`src/rtl/coh_pkg.sv`:
```
package coh_pkg;
  typedef enum logic [1:0] {LS_INV = 2'd0, LS_SHR = 2'd1, LS_EXC = 2'd2} line_st_e;
  typedef enum logic [1:0] {OM_RD_MISS = 2'd0, OM_WR_MISS = 2'd1, OM_WRITE_BACK = 2'd2} out_msg_e;
  typedef enum logic [1:0] {IM_INVAL = 2'd0, IM_FETCH = 2'd1, IM_FETCH_INV = 2'd2, IM_REPLY = 2'd3} in_msg_e;
  typedef enum logic [1:0] {S_IDLE = 2'd0, S_MISS = 2'd1, S_WAIT = 2'd2} ctl_st_e;
endpackage

```
`src/rtl/coh_store.sv`:
```
module coh_store
  import coh_pkg::*;
#(
  parameter int SETS = 4,
  parameter int TW   = 6,
  parameter int DW   = 8,
  localparam int IW  = $clog2(SETS)
) (
  input  logic          clk_i,
  input  logic          rst_ni,
  input  logic [IW-1:0] ra_idx_i,
  output logic [1:0]    ra_st_o,
  output logic [TW-1:0] ra_tag_o,
  output logic [DW-1:0] ra_data_o,
  input  logic [IW-1:0] rb_idx_i,
  output logic [1:0]    rb_st_o,
  output logic [TW-1:0] rb_tag_o,
  output logic [DW-1:0] rb_data_o,
  input  logic          we_i,
  input  logic [IW-1:0] widx_i,
  input  logic [1:0]    wst_i,
  input  logic [TW-1:0] wtag_i,
  input  logic [DW-1:0] wdata_i
);
  logic [1:0]    st_all  [SETS];
  logic [TW-1:0] tag_all [SETS];
  logic [DW-1:0] dat_all [SETS];

  for (genvar s = 0; s < SETS; s++) begin : g_set
    logic [1:0]    st_r;
    logic [TW-1:0] tag_r;
    logic [DW-1:0] dat_r;
    always_ff @(posedge clk_i or negedge rst_ni) begin
      if (!rst_ni) begin
        st_r  <= LS_INV;
        tag_r <= '0;
        dat_r <= '0;
      end else if (we_i && widx_i == IW'(s)) begin
        st_r  <= wst_i;
        tag_r <= wtag_i;
        dat_r <= wdata_i;
      end
    end
    assign st_all[s]  = st_r;
    assign tag_all[s] = tag_r;
    assign dat_all[s] = dat_r;
  end

  assign ra_st_o   = st_all[ra_idx_i];
  assign ra_tag_o  = tag_all[ra_idx_i];
  assign ra_data_o = dat_all[ra_idx_i];
  assign rb_st_o   = st_all[rb_idx_i];
  assign rb_tag_o  = tag_all[rb_idx_i];
  assign rb_data_o = dat_all[rb_idx_i];

  // only the three line states ever appear
  a_r1_state_legal: assert property (@(posedge clk_i) disable iff (!rst_ni)
    ra_st_o != 2'd3 && rb_st_o != 2'd3);
endmodule

```
`src/rtl/coh_snoop_dec.sv`:
```
module coh_snoop_dec
  import coh_pkg::*;
#(
  parameter int TW = 6
) (
  input  logic [1:0]    line_st_i,
  input  logic [TW-1:0] line_tag_i,
  input  logic [TW-1:0] msg_tag_i,
  input  logic [1:0]    msg_type_i,
  output logic          upd_o,
  output logic          send_wb_o,
  output logic [1:0]    next_st_o
);
  logic match;
  assign match = (line_st_i != LS_INV) && (line_tag_i == msg_tag_i);

  always_comb begin
    upd_o     = 1'b0;
    send_wb_o = 1'b0;
    next_st_o = line_st_i;
    unique case (msg_type_i)
      IM_INVAL:     if (match && line_st_i == LS_SHR) begin
                      upd_o = 1'b1; next_st_o = LS_INV;
                    end
      IM_FETCH:     if (match && line_st_i == LS_EXC) begin
                      upd_o = 1'b1; send_wb_o = 1'b1; next_st_o = LS_SHR;
                    end
      IM_FETCH_INV: if (match && line_st_i == LS_EXC) begin
                      upd_o = 1'b1; send_wb_o = 1'b1; next_st_o = LS_INV;
                    end
      default: ;
    endcase
  end
endmodule

```
`src/rtl/coh_cache_ctrl.sv`:
```
module coh_cache_ctrl
  import coh_pkg::*;
#(
  parameter int AW      = 8,
  parameter int DW      = 8,
  parameter int SETS    = 4,
  parameter int NW      = 2,
  parameter int NODE_ID = 1,
  localparam int IW     = $clog2(SETS),
  localparam int TW     = AW - IW
) (
  input  logic          clk_i,
  input  logic          rst_ni,
  input  logic          cpu_req_i,
  input  logic          cpu_we_i,
  input  logic [AW-1:0] cpu_addr_i,
  input  logic [DW-1:0] cpu_wdata_i,
  output logic          cpu_stall_o,
  output logic          cpu_done_o,
  output logic [DW-1:0] cpu_rdata_o,
  input  logic          dir_valid_i,
  input  logic [1:0]    dir_type_i,
  input  logic [AW-1:0] dir_addr_i,
  input  logic [DW-1:0] dir_data_i,
  output logic          msg_valid_o,
  output logic [1:0]    msg_type_o,
  output logic [NW-1:0] msg_node_o,
  output logic [AW-1:0] msg_addr_o,
  output logic [DW-1:0] msg_data_o
);
  ctl_st_e st_q;
  logic          pend_q, rq_we_q;
  logic [AW-1:0] rq_addr_q;
  logic [DW-1:0] rq_wdata_q;

  logic dir_reply, dir_snoop;
  assign dir_reply = dir_valid_i && dir_type_i == IM_REPLY;
  assign dir_snoop = dir_valid_i && !dir_reply && (st_q == S_IDLE || st_q == S_WAIT);

  // request seen by the idle state: deferred one or live one
  logic          cur_we;
  logic [AW-1:0] cur_addr;
  logic [DW-1:0] cur_wdata;
  assign cur_we    = pend_q ? rq_we_q    : cpu_we_i;
  assign cur_addr  = pend_q ? rq_addr_q  : cpu_addr_i;
  assign cur_wdata = pend_q ? rq_wdata_q : cpu_wdata_i;

  logic go;
  assign go = (st_q == S_IDLE) && (pend_q || cpu_req_i) && !dir_snoop;

  logic [IW-1:0] a_idx;
  logic [TW-1:0] a_tag_req;
  assign a_idx     = (st_q == S_IDLE) ? cur_addr[IW-1:0]  : rq_addr_q[IW-1:0];
  assign a_tag_req = (st_q == S_IDLE) ? cur_addr[AW-1:IW] : rq_addr_q[AW-1:IW];

  logic [1:0]    a_st, b_st;
  logic [TW-1:0] a_tag, b_tag;
  logic [DW-1:0] a_data, b_data;
  logic          s_we;
  logic [IW-1:0] s_widx;
  logic [1:0]    s_wst;
  logic [TW-1:0] s_wtag;
  logic [DW-1:0] s_wdata;

  coh_store #(.SETS(SETS), .TW(TW), .DW(DW)) u_store (
    .clk_i, .rst_ni,
    .ra_idx_i(a_idx), .ra_st_o(a_st), .ra_tag_o(a_tag), .ra_data_o(a_data),
    .rb_idx_i(dir_addr_i[IW-1:0]), .rb_st_o(b_st), .rb_tag_o(b_tag), .rb_data_o(b_data),
    .we_i(s_we), .widx_i(s_widx), .wst_i(s_wst), .wtag_i(s_wtag), .wdata_i(s_wdata)
  );

  logic sn_upd, sn_wb;
  logic [1:0] sn_next;
  coh_snoop_dec #(.TW(TW)) u_dec (
    .line_st_i(b_st), .line_tag_i(b_tag), .msg_tag_i(dir_addr_i[AW-1:IW]),
    .msg_type_i(dir_type_i), .upd_o(sn_upd), .send_wb_o(sn_wb), .next_st_o(sn_next)
  );

  logic tag_eq, hit, evict;
  assign tag_eq = (a_st != LS_INV) && (a_tag == a_tag_req);
  assign hit    = tag_eq && (!cur_we || a_st == LS_EXC);
  assign evict  = !hit && a_st == LS_EXC && a_tag != a_tag_req;

  // single store write port; the sources never coincide
  always_comb begin
    s_we    = 1'b0;
    s_widx  = a_idx;
    s_wst   = a_st;
    s_wtag  = a_tag;
    s_wdata = a_data;
    if (dir_snoop && sn_upd) begin
      s_we    = 1'b1;
      s_widx  = dir_addr_i[IW-1:0];
      s_wst   = sn_next;
      s_wtag  = b_tag;
      s_wdata = b_data;
    end else if (go && hit && cur_we) begin
      s_we    = 1'b1;
      s_wdata = cur_wdata;
    end else if (go && evict) begin
      s_we  = 1'b1;
      s_wst = LS_INV;
    end else if (st_q == S_WAIT && dir_reply) begin
      s_we    = 1'b1;
      s_wst   = rq_we_q ? LS_EXC : LS_SHR;
      s_wtag  = rq_addr_q[AW-1:IW];
      s_wdata = rq_we_q ? rq_wdata_q : dir_data_i;
    end
  end

  always_ff @(posedge clk_i or negedge rst_ni) begin
    if (!rst_ni) begin
      st_q        <= S_IDLE;
      pend_q      <= 1'b0;
      rq_we_q     <= 1'b0;
      rq_addr_q   <= '0;
      rq_wdata_q  <= '0;
      cpu_done_o  <= 1'b0;
      cpu_rdata_o <= '0;
      msg_valid_o <= 1'b0;
      msg_type_o  <= OM_RD_MISS;
      msg_addr_o  <= '0;
      msg_data_o  <= '0;
    end else begin
      msg_valid_o <= 1'b0;
      cpu_done_o  <= 1'b0;
      if (dir_snoop && sn_wb) begin
        msg_valid_o <= 1'b1;
        msg_type_o  <= OM_WRITE_BACK;
        msg_addr_o  <= dir_addr_i;
        msg_data_o  <= b_data;
      end
      unique case (st_q)
        S_IDLE: begin
          if (cpu_req_i && dir_snoop && !pend_q) begin
            pend_q     <= 1'b1;
            rq_we_q    <= cpu_we_i;
            rq_addr_q  <= cpu_addr_i;
            rq_wdata_q <= cpu_wdata_i;
          end else if (go) begin
            pend_q     <= 1'b0;
            rq_we_q    <= cur_we;
            rq_addr_q  <= cur_addr;
            rq_wdata_q <= cur_wdata;
            if (hit) begin
              cpu_done_o  <= 1'b1;
              cpu_rdata_o <= cur_we ? cur_wdata : a_data;
            end else if (evict) begin
              msg_valid_o <= 1'b1;
              msg_type_o  <= OM_WRITE_BACK;
              msg_addr_o  <= {a_tag, a_idx};
              msg_data_o  <= a_data;
              st_q        <= S_MISS;
            end else begin
              msg_valid_o <= 1'b1;
              msg_type_o  <= cur_we ? OM_WR_MISS : OM_RD_MISS;
              msg_addr_o  <= cur_addr;
              msg_data_o  <= '0;
              st_q        <= S_WAIT;
            end
          end
        end
        S_MISS: begin
          msg_valid_o <= 1'b1;
          msg_type_o  <= rq_we_q ? OM_WR_MISS : OM_RD_MISS;
          msg_addr_o  <= rq_addr_q;
          msg_data_o  <= '0;
          st_q        <= S_WAIT;
        end
        S_WAIT: begin
          if (dir_reply) begin
            cpu_done_o  <= 1'b1;
            cpu_rdata_o <= rq_we_q ? rq_wdata_q : dir_data_i;
            st_q        <= S_IDLE;
          end
        end
        default: st_q <= S_IDLE;
      endcase
    end
  end

  assign cpu_stall_o = (st_q != S_IDLE) || pend_q;
  assign msg_node_o  = NW'(NODE_ID);

  a_r9_stall_in_wait: assert property (@(posedge clk_i) disable iff (!rst_ni)
    (st_q == S_WAIT && !dir_reply) |=> cpu_stall_o);
  a_r9_done_on_reply: assert property (@(posedge clk_i) disable iff (!rst_ni)
    (st_q == S_WAIT && dir_reply) |=> (cpu_done_o && !cpu_stall_o));
  a_r8_wb_before_miss: assert property (@(posedge clk_i) disable iff (!rst_ni)
    (st_q == S_MISS) |-> (msg_valid_o && msg_type_o == OM_WRITE_BACK));
  a_r8_miss_follows_wb: assert property (@(posedge clk_i) disable iff (!rst_ni)
    (st_q == S_MISS) |=> (msg_valid_o && msg_type_o != OM_WRITE_BACK));
  a_r4_hit_silent: assert property (@(posedge clk_i) disable iff (!rst_ni)
    (go && hit) |=> (cpu_done_o && !msg_valid_o));
endmodule

```
`config.mk`:
```
export PLATFORM = sky130hd
export DESIGN_NAME = coh_cache_ctrl
export DESIGN_NICKNAME = d
export VERILOG_FILES = /design/src/rtl/coh_pkg.sv /design/src/rtl/coh_store.sv /design/src/rtl/coh_snoop_dec.sv /design/src/rtl/coh_cache_ctrl.sv
export SDC_FILE = /design/constraint.sdc
export NUM_CORES = 1
export LEC_CHECK = 0
export ABC_AREA = 1
export BUFFER_PORTS_ARGS = -buffer_cell sky130_fd_sc_hd__buf_2
export CAP_MARGIN = 20
export CORE_AREA = 2 2 145 119
export CTS_CLUSTER_SIZE = 10
export DETAILED_ROUTE_END_ITERATION = 16
export DIE_AREA = 0 0 147 121
export PLACE_DENSITY = 0.68
export RECOVER_POWER = 50
export SYNTH_ARGS = -nofsm -noshare
export SYNTH_HDL_FRONTEND = slang
export SYNTH_HIERARCHICAL = 1
export SYNTH_SLANG_ARGS = --single-unit
export TNS_END_PERCENT = 10
```
`constraint.sdc`:
```
create_clock -name clk_i -period 4.3 [get_ports clk_i]
set_input_delay 0 -clock clk_i [delete_from_list [all_inputs] [get_ports clk_i]]
set_output_delay 0 -clock clk_i [all_outputs]
set_load 0.005 [all_outputs]
```
==> results of run 1 <==
==> state kept, by name (all words and copies together) (netlist names) <==
signal	count
rq_addr_q	8
u_store/g_set.dat_r	32
u_store/g_set.tag_r	24
cpu_done_o	1
msg_valid_o	1
rq_we_q	1
u_store/g_set.st_r	8
cpu_rdata_o	8
rq_wdata_q	8
msg_addr_o	8
pend_q	1
st_q	2
msg_type_o	2
msg_data_o	8
==> worst min-delay path by stage <==
stage,slack (ps),from,to
2_1_floorplan,-300,rst_ni,cpu_done_o$_DFF_PN0_
3_3_place_gp,160,rst_ni,u_store/g_set[3].tag_r[2]$_DFFE_PN0P_
3_5_place_dp,170,rst_ni,u_store/g_set[3].tag_r[2]$_DFFE_PN0P_
4_1_cts,10,cpu_req_i,pend_q$_DFFE_PN0P_
5_1_grt,30,cpu_wdata_i[7],rq_wdata_q[7]$_DFFE_PN0P_
6_report,10,cpu_wdata_i[3],rq_wdata_q[3]$_DFFE_PN0P_
==> metrics by stage <==
step                      hold WS [ps]  cell area (um2)  power (mW)
after floorplan                 -295.6             7990       5.317
after CTS                        10.81             8720       7.522
final                            11.84             8723       7.600
after global routing             27.04             8723       8.275
after global placement           164.3             8392       6.537
after detailed placement         169.2             8392       6.575
==> cells by family after synthesis <==
group / count (synthesis)
AO/OA/AOI/OAI: 140
XOR/XNOR: 1
adder cells (fa/ha/maj): 4
buffers and inverters: 228
flip-flops: 112
multiplexers: 13
other: 2
AND/OR/NAND/NOR: 723
==> worst register-to-register path, stage by stage, from the launching register on <==
cell	delay (ps)
dfrtp_1	590
mux2i_1	330
nand2_1	70
o21ai_0	160
inv_1	150
buf_4	290
nand2_1	150
nand3_1	90
nand2_1	120
inv_1	50
o21ai_0	310
inv_1	170
nor2_8	230
nand3_4	150
nand4_1	190
buf_12	290
nand3_4	270
nand2_1	150
o21ai_1	80
==> Yosys cell counts, types with 2 or more instances <==
library cell and n:
ha_1 4, nor2_2 5, nor2_1 32, o21ai_1 18, nand3_4 5, nand3_2 5
dfrtp_1 112, inv_2 8, nand4_1 35, nor2_8 2, buf_4 8, nand2_1 467
conb_1 2, o21ai_2 6, nand3b_1 9, nand2_4 2, inv_1 154, a21oi_1 25
a21oi_2 2, nor2_4 3, buf_2 29, or2_2 14, o21a_1 7, buf_6 9
nand2_2 4, o21ai_0 80, mux2i_1 13, buf_1 3, nand3_1 139, clkbuf_1 16
==> cell usage in the layout (no fill, tap or decap), types with 3 or more instances in the layout <==
cell,instances
o21ai_2,9
or2_2,14
dfrtp_1,112
nand3_4,6
nand4_1,35
nand3_1,139
mux2i_1,13
inv_1,153
buf_2,47
buf_4,17
o21ai_0,78
clkbuf_16,9
nor2_4,3
a21oi_1,25
ha_1,4
nand2_2,4
o21a_1,7
nor2_1,32
clkbuf_1,19
inv_2,8
nor2_2,5
o21ai_1,17
nand3b_1,9
nand2_1,467
nand3_2,5
==> area by class of cell <==
type	instances	area, um2	share of cell area (%)
well taps	220	275.3	3.155
multi-input cells	884	4224	48.42
flip-flops and latches	112	2803	32.13
repair buffers	88	485.5	5.565
clock buffers	10	239.0	2.740
clock inverters	6	78.83	0.9036
inverters	163	618.1	7.085
==> repair_timing <==
action	in CTS	in global routing
resized for setup	0	2
buffers inserted	0	0
hold buffers	1	0
endpoints found under the setup margin	0	16
hold endpoints to repair	63	0
==> power by group through the flow <==
stage	Combinational [mW]	Sequential (mW)	Clock [mW]
5_1_grt	5.43	1.88	0.967
2_1_floorplan	3.60	1.72	0
6_report	4.85	1.83	0.918
3_5_place_dp	4.74	1.83	0
4_1_cts	4.77	1.82	0.933
3_3_place_gp	4.71	1.83	0
==> per-layer routing <==
layer	track usage, %	wire (um)	up-vias
li1	-	-	3936
met1	39.82	10950	3704
met2	42.31	10760	365
met3	4.323	1881	52
met4	10.64	715	0
met5	0	0	-
==> impl_results.md, run 1 <==
* CP Capture Type: flop
* Compound-Gate Fraction of Synth Area at 9.521%
* Post-Synth Simple-Gate Area at 40.53%
* Switch share at 54.91%
* Fin cells at 1483
* CTS tree: yes
* Clock power share at 12.1%
* Number of max-slew violations in the final report at 65
* Setup WS post-layout at 337.9 ps
* Kind of cell adding the most delay to the critical path: simple AND/OR/NAND/NOR gates
* Yosys synthesis warning count at 6
* Failing checks: max-capacitance violations, max-slew violations
* Initial antenna violation count at 0
* Die height at 121 um
* Largest family of logic cells by synthesized area: simple AND/OR/NAND/NOR gates
* Finish-stage setup viols at 0
* Drt pass-1 iters at 6
* Die area at 17790 um2
* Syn Std Cell Area at 7990 um2
* Pleak at 4.779 nW
* Commonest register cell after synthesis: dfrtp_1
* Nets at 1301
* Buffers and inverters on the worst path at 5
* Synth unique cells at 35
* Post-route ant nets at 0
* Ports at 70
* Post-synth EDFFs at 0
* Final setup skew at 14.93 ps
* Total number of vias at 8057
* Async set or reset register ratio after synthesis at 100.0%
* Multiplexer share of the synthesized area at 1.629%
* R2R Path Start: pend_q$_DFFE_PN0P_
* Pint at 3.427 mW
* Crit path DAT at 4200 ps
* Post-Synth Adder-Cell Area at 0.6264%
* CP required at 4540 ps
* Post-layout min period at 3962 ps
* Later-pin clock latency in the skew report at 370 ps
* Setup TNS at 0 ps
* Worst slew margin at -11.69%
* Logic pwr share at 63.8%
* Row cnt at 42
* DRC errors left at 0
* Post-synth top area share at 35.08%
* # clock sinks at 112
* # fillers at 1694
* Highest clock rate at 252.4 MHz
* Unrepaired setup endpoints after global routing: false
* Grt total ovfl at 0
* First-pass GRT wire length at 38870 um
* Post-synthesis sequential area ratio at 35.08%
* XOR/XNOR Fraction of Synth Area at 0.1096%
* Hold Path Class: in -> reg
* Psw at 4.174 mW
* Max-Cap Viols at 1
* N_diodes at 0
* Status: complete, but fails checks
* Clk pin slew, worst setup/hold paths at 80 ps
* Final hold viol count at 0
* Mapped Nets at 1266
* Critical-path maximum fanout at 53
* IO Port Bufs at 67
* Critical path class: reg -> reg
* DP Wirelength at 17460 um
* Largest net degree at the start of global routing at 65
* Flop pwr share at 24.1%
* DR iter-0 viols at 759
* WP depth at 18
* Die width at 147 um
* Number of synthesized register bits at 112
* Setup crit start: pend_q$_DFFE_PN0P_
* H-Tree Depth at 3
* Synth area leader: dfrtp_1
* Peak supply drop at 0.3836 mV
* Critical path startpoint category: flop
* Vias in the first global route at 7397
* CP peak stage delay at 590 ps
* Initial Util at 49.05%
* Post-synthesis cell count at 1223
* CTS Buf Count at 9
* Placed Cells at 1464
* Area Overhead vs Synth at 9.176%
* Setup crit end: u_store/g_set[3].tag_r[0]$_DFFE_PN0P_
* Layout cells sized above 1 at 11.64%
* PwrDens at 871.3 nW/um2
* Period utilization at 92.14%
* Root buffer cell: clkbuf_16
* Final GP Congestion at 0.9565
* Avg Inst Size Synth at 6.533 um2
* Worst reg2reg path endpoint: u_store/g_set[3].tag_r[0]$_DFFE_PN0P_
* Critical-path top delay cell: dfrtp_1
* Clk buf depth at 2
* Tot GR Track Use at 27.72%
* Hold Path Depth at 3
* Finished Core Util at 53.55%
* Pre-CTS WS at 279.2 ps
* Critical Path Most Common Cell: nand2_1
* WL/cell at 16.39 um
* Critical Path, Cell by Cell: mux2i_1 > nand2_1 > o21ai_0 > inv_1 > buf_4 > nand2_1 > nand3_1 > nand2_1 > inv_1 > o21ai_0 > inv_1 > nor2_8 > nand3_4 > nand4_1 > buf_12 > nand3_4 > nand2_1 > o21ai_1
* Slew @ Worst Pin at 1675 ps
* Post-Route WL at 24310 um
* Area of the core at 16290 um2
* Area contributors post-synth: dfrtp_1 35%, nand2_1 22%, nand3_1 8.7%
* R2R cell count at 18
* Vias per Instance at 5.433
* Worst reg2reg setup slack at 340 ps
No activity file was read; power rests on OpenSTA's default activity.
==> run 2: changes to the inputs <==
- PLACE_DENSITY: 0.68 -> 0.69
- SKIP_CTS_REPAIR_TIMING: default -> 1
- clock period: 4.3 -> 4.2 ns (I/O delays scaled with it)
==> impl_results.md, run 2 (synthesis gave the netlist of run 1 again) <==
* Critical-path maximum fanout at 53 (unchanged)
* Period utilization at 90.55% (-1.6 points)
* Largest net degree at the start of global routing at 63 (-3.1%)
* Critical Path, Cell by Cell: mux2i_1 > nand2_1 > o21ai_0 > inv_1 > buf_4 > nand2_1 > nand3_1 > nand2_1 > inv_1 > nand3_1 > nand2_1 > nand2_1 > nor2_1 > nand3_2 > nand2_4 > inv_2 > nand2_2 > nand4_1 > buf_12 > nand3_4 > nand2_1 > o21ai_2
* Critical path startpoint category: flop
* Row cnt at 42 (unchanged)
* N_diodes at 0 (unchanged)
* Hold Path Depth at 3 (unchanged)
* Hold EP: rq_addr_q[0]$_DFFE_PN0P_
* Logic pwr share at 64.8% (+1.0 points)
* H-Tree Depth at 3 (unchanged)
* Ports at 70 (unchanged)
* Kind of cell adding the most delay to the critical path: simple AND/OR/NAND/NOR gates
* Slew @ Worst Pin at 1616 ps (-58.95 ps)
* Peak supply drop at 0.3799 mV (-0.97%)
* Pleak at 4.790 nW (+0.23%)
* WL/cell at 16.08 um (-1.9%)
* Area Overhead vs Synth at 9.020%
* CP Capture Type: flop
* Worst reg2reg setup slack at 400 ps (+60 ps)
* Vias per Instance at 5.371 (-1.1%)
* Final GP Congestion at 0.9424 (-1.5%)
* # clock sinks at 112 (unchanged)
* Max-Cap Viols at 2 (+1)
* CP required at 4450 ps (-90 ps)
* Nets at 1303 (+0.15%)
* Root buffer cell: clkbuf_16
* Clock power share at 11.1% (-1.0 points)
* DP Wirelength at 17280 um (-1.0%)
* PwrDens at 885.0 nW/um2 (+1.6%)
* Failing checks: max-capacitance violations, max-slew violations
* Die width at 147 um (unchanged)
* Clk pin slew, worst setup/hold paths at 70 ps (about the same)
* Finish-stage setup viols at 0 (unchanged)
* Worst reg2reg path endpoint: u_store/g_set[3].tag_r[5]$_DFFE_PN0P_
* Die area at 17790 um2 (unchanged)
* Unrepaired setup endpoints after global routing: false
* Hold Path Class: in -> reg
* Grt total ovfl at 0 (unchanged)
* Setup TNS at 0 ps (unchanged)
* DRC errors left at 0 (unchanged)
* Reg with most FFs: u_store/g_set.dat_r
* Setup crit start: pend_q$_DFFE_PN0P_
* Hold_sp: cpu_addr_i[0]
* Die height at 121 um (unchanged)
* Worst slew margin at -7.763% (+3.9 points)
* Drt pass-1 iters at 5 (-1)
* R2R cell count at 22 (+4)
* DR iter-0 viols at 632 (-17%)
* Flop pwr share at 24.1% (about the same)
* Post-Route WL at 23880 um (-1.7%)
* Tot GR Track Use at 27.49% (-0.22 points)
* Crit path DAT at 4050 ps (-150 ps)
* Vias in the first global route at 7480 (+1.1%)
* CP peak stage delay at 490 ps (-100 ps)
* Most frequent cells in the layout: 467 x nand2_1, 154 x inv_1, 139 x nand3_1
* Area of the core at 16290 um2 (unchanged)
* Largest regs: u_store/g_set.dat_r (32), u_store/g_set.tag_r (24)
* Total number of vias at 7976 (-1.0%)
* Final setup skew at 7.815 ps (-7.118 ps)
* First-pass GRT wire length at 38680 um (-0.50%)
* Critical-path top delay cell: dfrtp_2
* Initial Util at 49.05% (unchanged)
* Number of max-slew violations in the final report at 92 (+42%)
* Initial antenna violation count at 0 (unchanged)
* Critical path class: reg -> reg
* Later-pin clock latency in the skew report at 370 ps (about the same)
* # fillers at 1687 (-0.41%)
* CTS tree: yes
* Post-route ant nets at 0 (unchanged)
* Max reg flops at 32 (unchanged)
* Layout cells sized above 1 at 11.94% (+0.30 points)
* Final hold viol count at 0 (unchanged)
* R2R Path Start: pend_q$_DFFE_PN0P_
* Clk buf depth at 2 (unchanged)
* Highest clock rate at 262.9 MHz (+4.2%)
* Commonest non-fill, non-tap cell in the layout: nand2_1
* Critical Path Most Common Cell: nand2_1
* CTS Buf Count at 9 (unchanged)
* Post-layout min period at 3803 ps (-158.8 ps)
* Psw at 4.265 mW (+2.2%)
* Buffers and inverters on the worst path at 5 (unchanged)
* Switch share at 55.33% (+0.42 points)
* IO Port Bufs at 67 (unchanged)
* Status: complete, but fails checks
* Pint at 3.443 mW (+0.49%)
* Worst hold margin at 4.873 ps (-6.966 ps)
==> run 2: tightest hold or removal path, stage by stage <==
cell	delay, ps
buf_2	80
mux2i_1	80
o21ai_0	170
==> run 2: power by group through the flow <==
stage | sequential (mW) | combinational [mW] | clock, mW
after detailed placement | 1.86 | 4.88 | 0
after global routing | 1.91 | 5.63 | 0.913
after floorplan | 1.76 | 3.68 | 0
after CTS | 1.85 | 4.90 | 0.878
after global placement | 1.86 | 4.86 | 0
final | 1.86 | 4.99 | 0.858
==> run 2: final cells by class <==
class                      instances  area [um2]  share of cell area, %
multi-input combinational        884        4224                  48.49
tap                              220       275.3                  3.160
inverter                         163       614.3                  7.053
timing repair buffer              90       505.5                  5.803
clock inverter                     6       58.81                 0.6751
sequential                       112        2804                  32.19
clock buffer                      10       229.0                  2.629
==> run 2: layer usage <==
| layer | share of wire [%] | vias to the layer above | global-route usage (%) |
|---|---|---|---|
| li1 | - | 3941 | - |
| met1 | 46 | 3682 | 37.65 |
| met2 | 45 | 293 | 44.10 |
| met3 | 6.1 | 60 | 5.075 |
| met4 | 2.7 | 0 | 9.435 |
| met5 | 0 | - | 0 |
==> run 2: through the flow <==
step / util [%] / area [um2] / std cells / total power [mW] / setup WS (ps)
3_3_place_gp: 51.61 / 8407 / 1466 / 6.717 / 302.9
3_5_place_dp: 51.61 / 8407 / 1466 / 6.734 / 195.7
4_1_cts: 53.37 / 8695 / 1482 / 7.626 / 167.2
6_report: 53.47 / 8711 / 1485 / 7.709 / 396.7
2_1_floorplan: - / 7990 / 1223 / 5.444 / 967.4
5_1_grt: 53.47 / 8711 / 1485 / 8.453 / 47.22
==> run 2: worst max path at each step <==
stage	to	slack, ps	cells after the start
finish	u_store/g_set[3].tag_r[5]$_DFFE_PN0P_	400	22
floorplan	u_store/g_set[0].st_r[0]$_DFFE_PN0P_	970	24
global route	u_store/g_set[3].dat_r[6]$_DFFE_PN0P_	50	22
detailed placement	u_store/g_set[3].dat_r[1]$_DFFE_PN0P_	200	22
global placement	u_store/g_set[3].dat_r[2]$_DFFE_PN0P_	300	20
CTS	u_store/g_set[3].tag_r[5]$_DFFE_PN0P_	170	22
==> run 3: changes to the inputs <==
- CORE_AREA: 2 2 145 119 -> 2 2 142 117
- CTS_BUF_LIST: default -> sky130_fd_sc_hd__clkbuf_4
- DIE_AREA: 0 0 147 121 -> 0 0 144 119
- SYNTH_HIERARCHICAL: 1 -> default
==> impl_results.md, run 3 <==
* Largest regs: u_store.g_set.dat_r (32), u_store.g_set.tag_r (24)
* Crit path DAT at 4140 ps (+90 ps)
* Nets at 1275 (-2.1%)
* Worst reg2reg path endpoint: u_store.g_set[1].dat_r[6]$_DFFE_PN0P_
* Root buffer cell: clkbuf_4
* Finish-stage setup viols at 0 (unchanged)
* Tot GR Track Use at 28.29% (+0.80 points)
* Pleak at 4.554 nW (-4.9%)
* Switch share at 55.07% (-0.26 points)
* DR iter-0 viols at 773 (+22%)
* Peak supply drop at 0.2481 mV (-35%)
* Syn Std Cell Area at 7726 um2 (-3.3%)
* Fin cells at 1457 (-1.9%)
* CTS tree: yes
* Area contributors post-synth: dfrtp_1 36%, nand2_1 26%, o21ai_0 6.9%
* PwrDens at 791.6 nW/um2 (-11%)
* Post-Route WL at 23850 um (-0.14%)
* DRC errors left at 0 (unchanged)
* Die width at 144 um (-2.0%)
* Later-pin clock latency in the skew report at 520 ps (+150 ps)
* Slew @ Worst Pin at 3415 ps (+1799 ps)
* Hold_sp: dir_data_i[6]
* Final Instance Area at 8439 um2 (-3.1%)
* Final setup skew at 23.43 ps (+15.61 ps)
* Status: complete, but fails checks
* Setup TNS at 0 ps (unchanged)
* Critical path startpoint category: flop
* Unrepaired setup endpoints after global routing: false
* Post-synthesis cell count at 1168 (-4.5%)
* Number of synthesized register bits at 112 (unchanged)
* Layout cells sized above 1 at 11.65% (-0.29 points)
* Vias in the first global route at 6881 (-8.0%)
* Logic pwr share at 63.6% (-1.2 points)
* Post-synth EDFFs at 0 (unchanged)
* WL/cell at 16.37 um (+1.8%)
* Synth unique cells at 41 (+17%)
* Top-count cell post-synth: nand2_1
* Initial antenna violation count at 0 (unchanged)
* Post-DP Area at 8135 um2 (-3.2%)
* DP Wirelength at 17040 um (-1.4%)
* IO Port Bufs at 67 (unchanged)
* Final hold viol count at 5 (+5)
* Mapped Nets at 1212 (-4.3%)
* Async set or reset register ratio after synthesis at 100.0% (unchanged)
* R2R Path Start: st_q[1]$_DFFE_PN0P_
* CP Capture Type: flop
* Number of max-slew violations in the final report at 61 (-34%)
* Hold Path Depth at 5 (+2)
* Synth area leader: dfrtp_1
* Setup crit start: st_q[1]$_DFFE_PN0P_
* Worst reg2reg setup slack at 530 ps (+140 ps)
* Reg with most FFs: u_store.g_set.dat_r
* Setup WS post-layout at 531.9 ps (+135.2 ps)
* Largest net degree at the start of global routing at 61 (-3.2%)
* Hold Path Class: in -> reg
* Avg Inst Size Synth at 6.615 um2 (+1.2%)
* Area of the core at 15920 um2 (-2.3%)
* Die height at 119 um (-1.7%)
* Vias per Instance at 5.409 (+0.71%)
* Final GP Congestion at 0.9296 (-1.4%)
* Die area at 17140 um2 (-3.7%)
* Post-synth top cells: 526 x nand2_1, 112 x dfrtp_1, 106 x o21ai_0
* Pint at 3.001 mW (-13%)
* Hold EP: cpu_rdata_o[6]$_DFFE_PN0P_
* CTS Buf Count at 9 (unchanged)
* Placed Cells at 1420 (-3.1%)
* Worst hold margin at -60.51 ps (-65.39 ps)
* # clock sinks at 112 (unchanged)
* Commonest non-fill, non-tap cell in the layout: nand2_1
* Max-Cap Viols at 1 (-1)
* CP required at 4670 ps (+220 ps)
* Yosys synthesis warning count at 0 (-6)
* Clk pin slew, worst setup/hold paths at 170 ps (+100 ps)
* Clk buf depth at 2 (unchanged)
* Post-synth top area share at 36.28% (+1.2 points)
* Worst slew margin at -127.7% (-120 points)
* Drt pass-1 iters at 5 (unchanged)
* R2R cell count at 17 (-23%)
* Period utilization at 87.33% (-3.2 points)
* Grt total ovfl at 0 (unchanged)
* Pre-CTS WS at 605.7 ps (+410.1 ps)
* Failing checks: negative hold slack, max-capacitance violations, max-slew violations
* First-pass GRT wire length at 37560 um (-2.9%)
* Critical path class: reg -> reg
* Total number of vias at 7881 (-1.2%)
* Psw at 3.679 mW (-14%)
* Post-synthesis sequential area ratio at 36.28% (+1.2 points)
* Initial Util at 48.52% (-0.52 points)
* Post-layout min period at 3668 ps (-135.2 ps)
* Max reg flops at 32 (unchanged)
* H-Tree Depth at 3 (unchanged)
* Flop pwr share at 28.5% (+4.4 points)
* Row cnt at 42 (unchanged)
* Critical-path maximum fanout at 20 (-62%)
* Ports at 70 (unchanged)
* Most frequent cells in the layout: 526 x nand2_1, 112 x dfrtp_1, 106 x o21ai_0
* Post-route ant nets at 0 (unchanged)
* # fillers at 1640 (-2.8%)
* Commonest register cell after synthesis: dfrtp_1
* Area Overhead vs Synth at 9.231%
* Highest clock rate at 272.6 MHz (+3.7%)
* Clock power share at 7.9% (-3.2 points)
run 3: per-layer routing:
metal	wire length (um)	share of wire (%)	track usage (%)
met1	11220	47	43.11
met2	9742	41	40.12
met3	2450	10	6.996
met4	434	1.8	6.679
met5	0	0	0
run 3: worst max path at each step:
stage                                                 end  slack [ps]
floorplan           u_store.g_set[1].tag_r[0]$_DFFE_PN0P_        1700
global route        u_store.g_set[0].tag_r[0]$_DFFE_PN0P_         120
CTS                 u_store.g_set[1].tag_r[1]$_DFFE_PN0P_         580
global placement    u_store.g_set[1].dat_r[1]$_DFFE_PN0P_         710
detailed placement  u_store.g_set[1].tag_r[0]$_DFFE_PN0P_         610
finish              u_store.g_set[1].dat_r[6]$_DFFE_PN0P_         530
run 3: cell families (layout without fill, tap and decap cells):
logic type / count (synthesis) / after routing / synth area share [%]
AND/OR/NAND/NOR: 715 / 715 / 40.16
AO/OA/AOI/OAI: 180 / 180 / 12.87
buffers and inverters: 146 / 214 / 8.713
flip-flops: 112 / 112 / 36.28
multiplexers: 8 / 8 / 1.069
adder cells (fa/ha/maj): 5 / 5 / 0.8097
other: 2 / 3 / 0.09720
run 3: final cells by class:
type,instances,area [um2],share of cell area [%]
clock buffer,11,82.58,0.9785
inverter,97,364.1,4.314
multi-input combinational,910,4250,50.36
clock inverter,5,41.29,0.4893
timing repair buffer,101,620.6,7.354
sequential,112,2803,33.21
tap,220,275.3,3.262
antenna,1,2.502,0.02965
run 3: critical path, stage by stage, from the launching register on:
cell     delay (ps)
dfrtp_1         550
nor2_4          270
nand2_2         220
nand2_2         240
nand2_1         450
nand2_1         170
nand3_1         190
nand2_2         170
nand2_1          60
nand2_1          70
nand2_1          80
nor2_4          140
nand2_4         100
nand3_4         140
nand4_2         180
nand2_2         410
nand2_1         110
nand2_1          80
run 3: per-stage QoR:
stage | power (mW) | utilization (%)
after detailed placement | 6.049 | 51.09
after global routing | 7.290 | 52.99
after global placement | 6.009 | 51.09
after CTS | 6.579 | 51.87
final | 6.680 | 53.00
after floorplan | 4.883 | -
run 3: power by group through the flow:
stage	combinational [mW]	clock [mW]	sequential, mW
finish	4.25	0.527	1.90
global route	4.76	0.574	1.95
CTS	4.16	0.536	1.88
detailed placement	4.14	0	1.91
global placement	4.10	0	1.91
floorplan	3.08	0	1.80
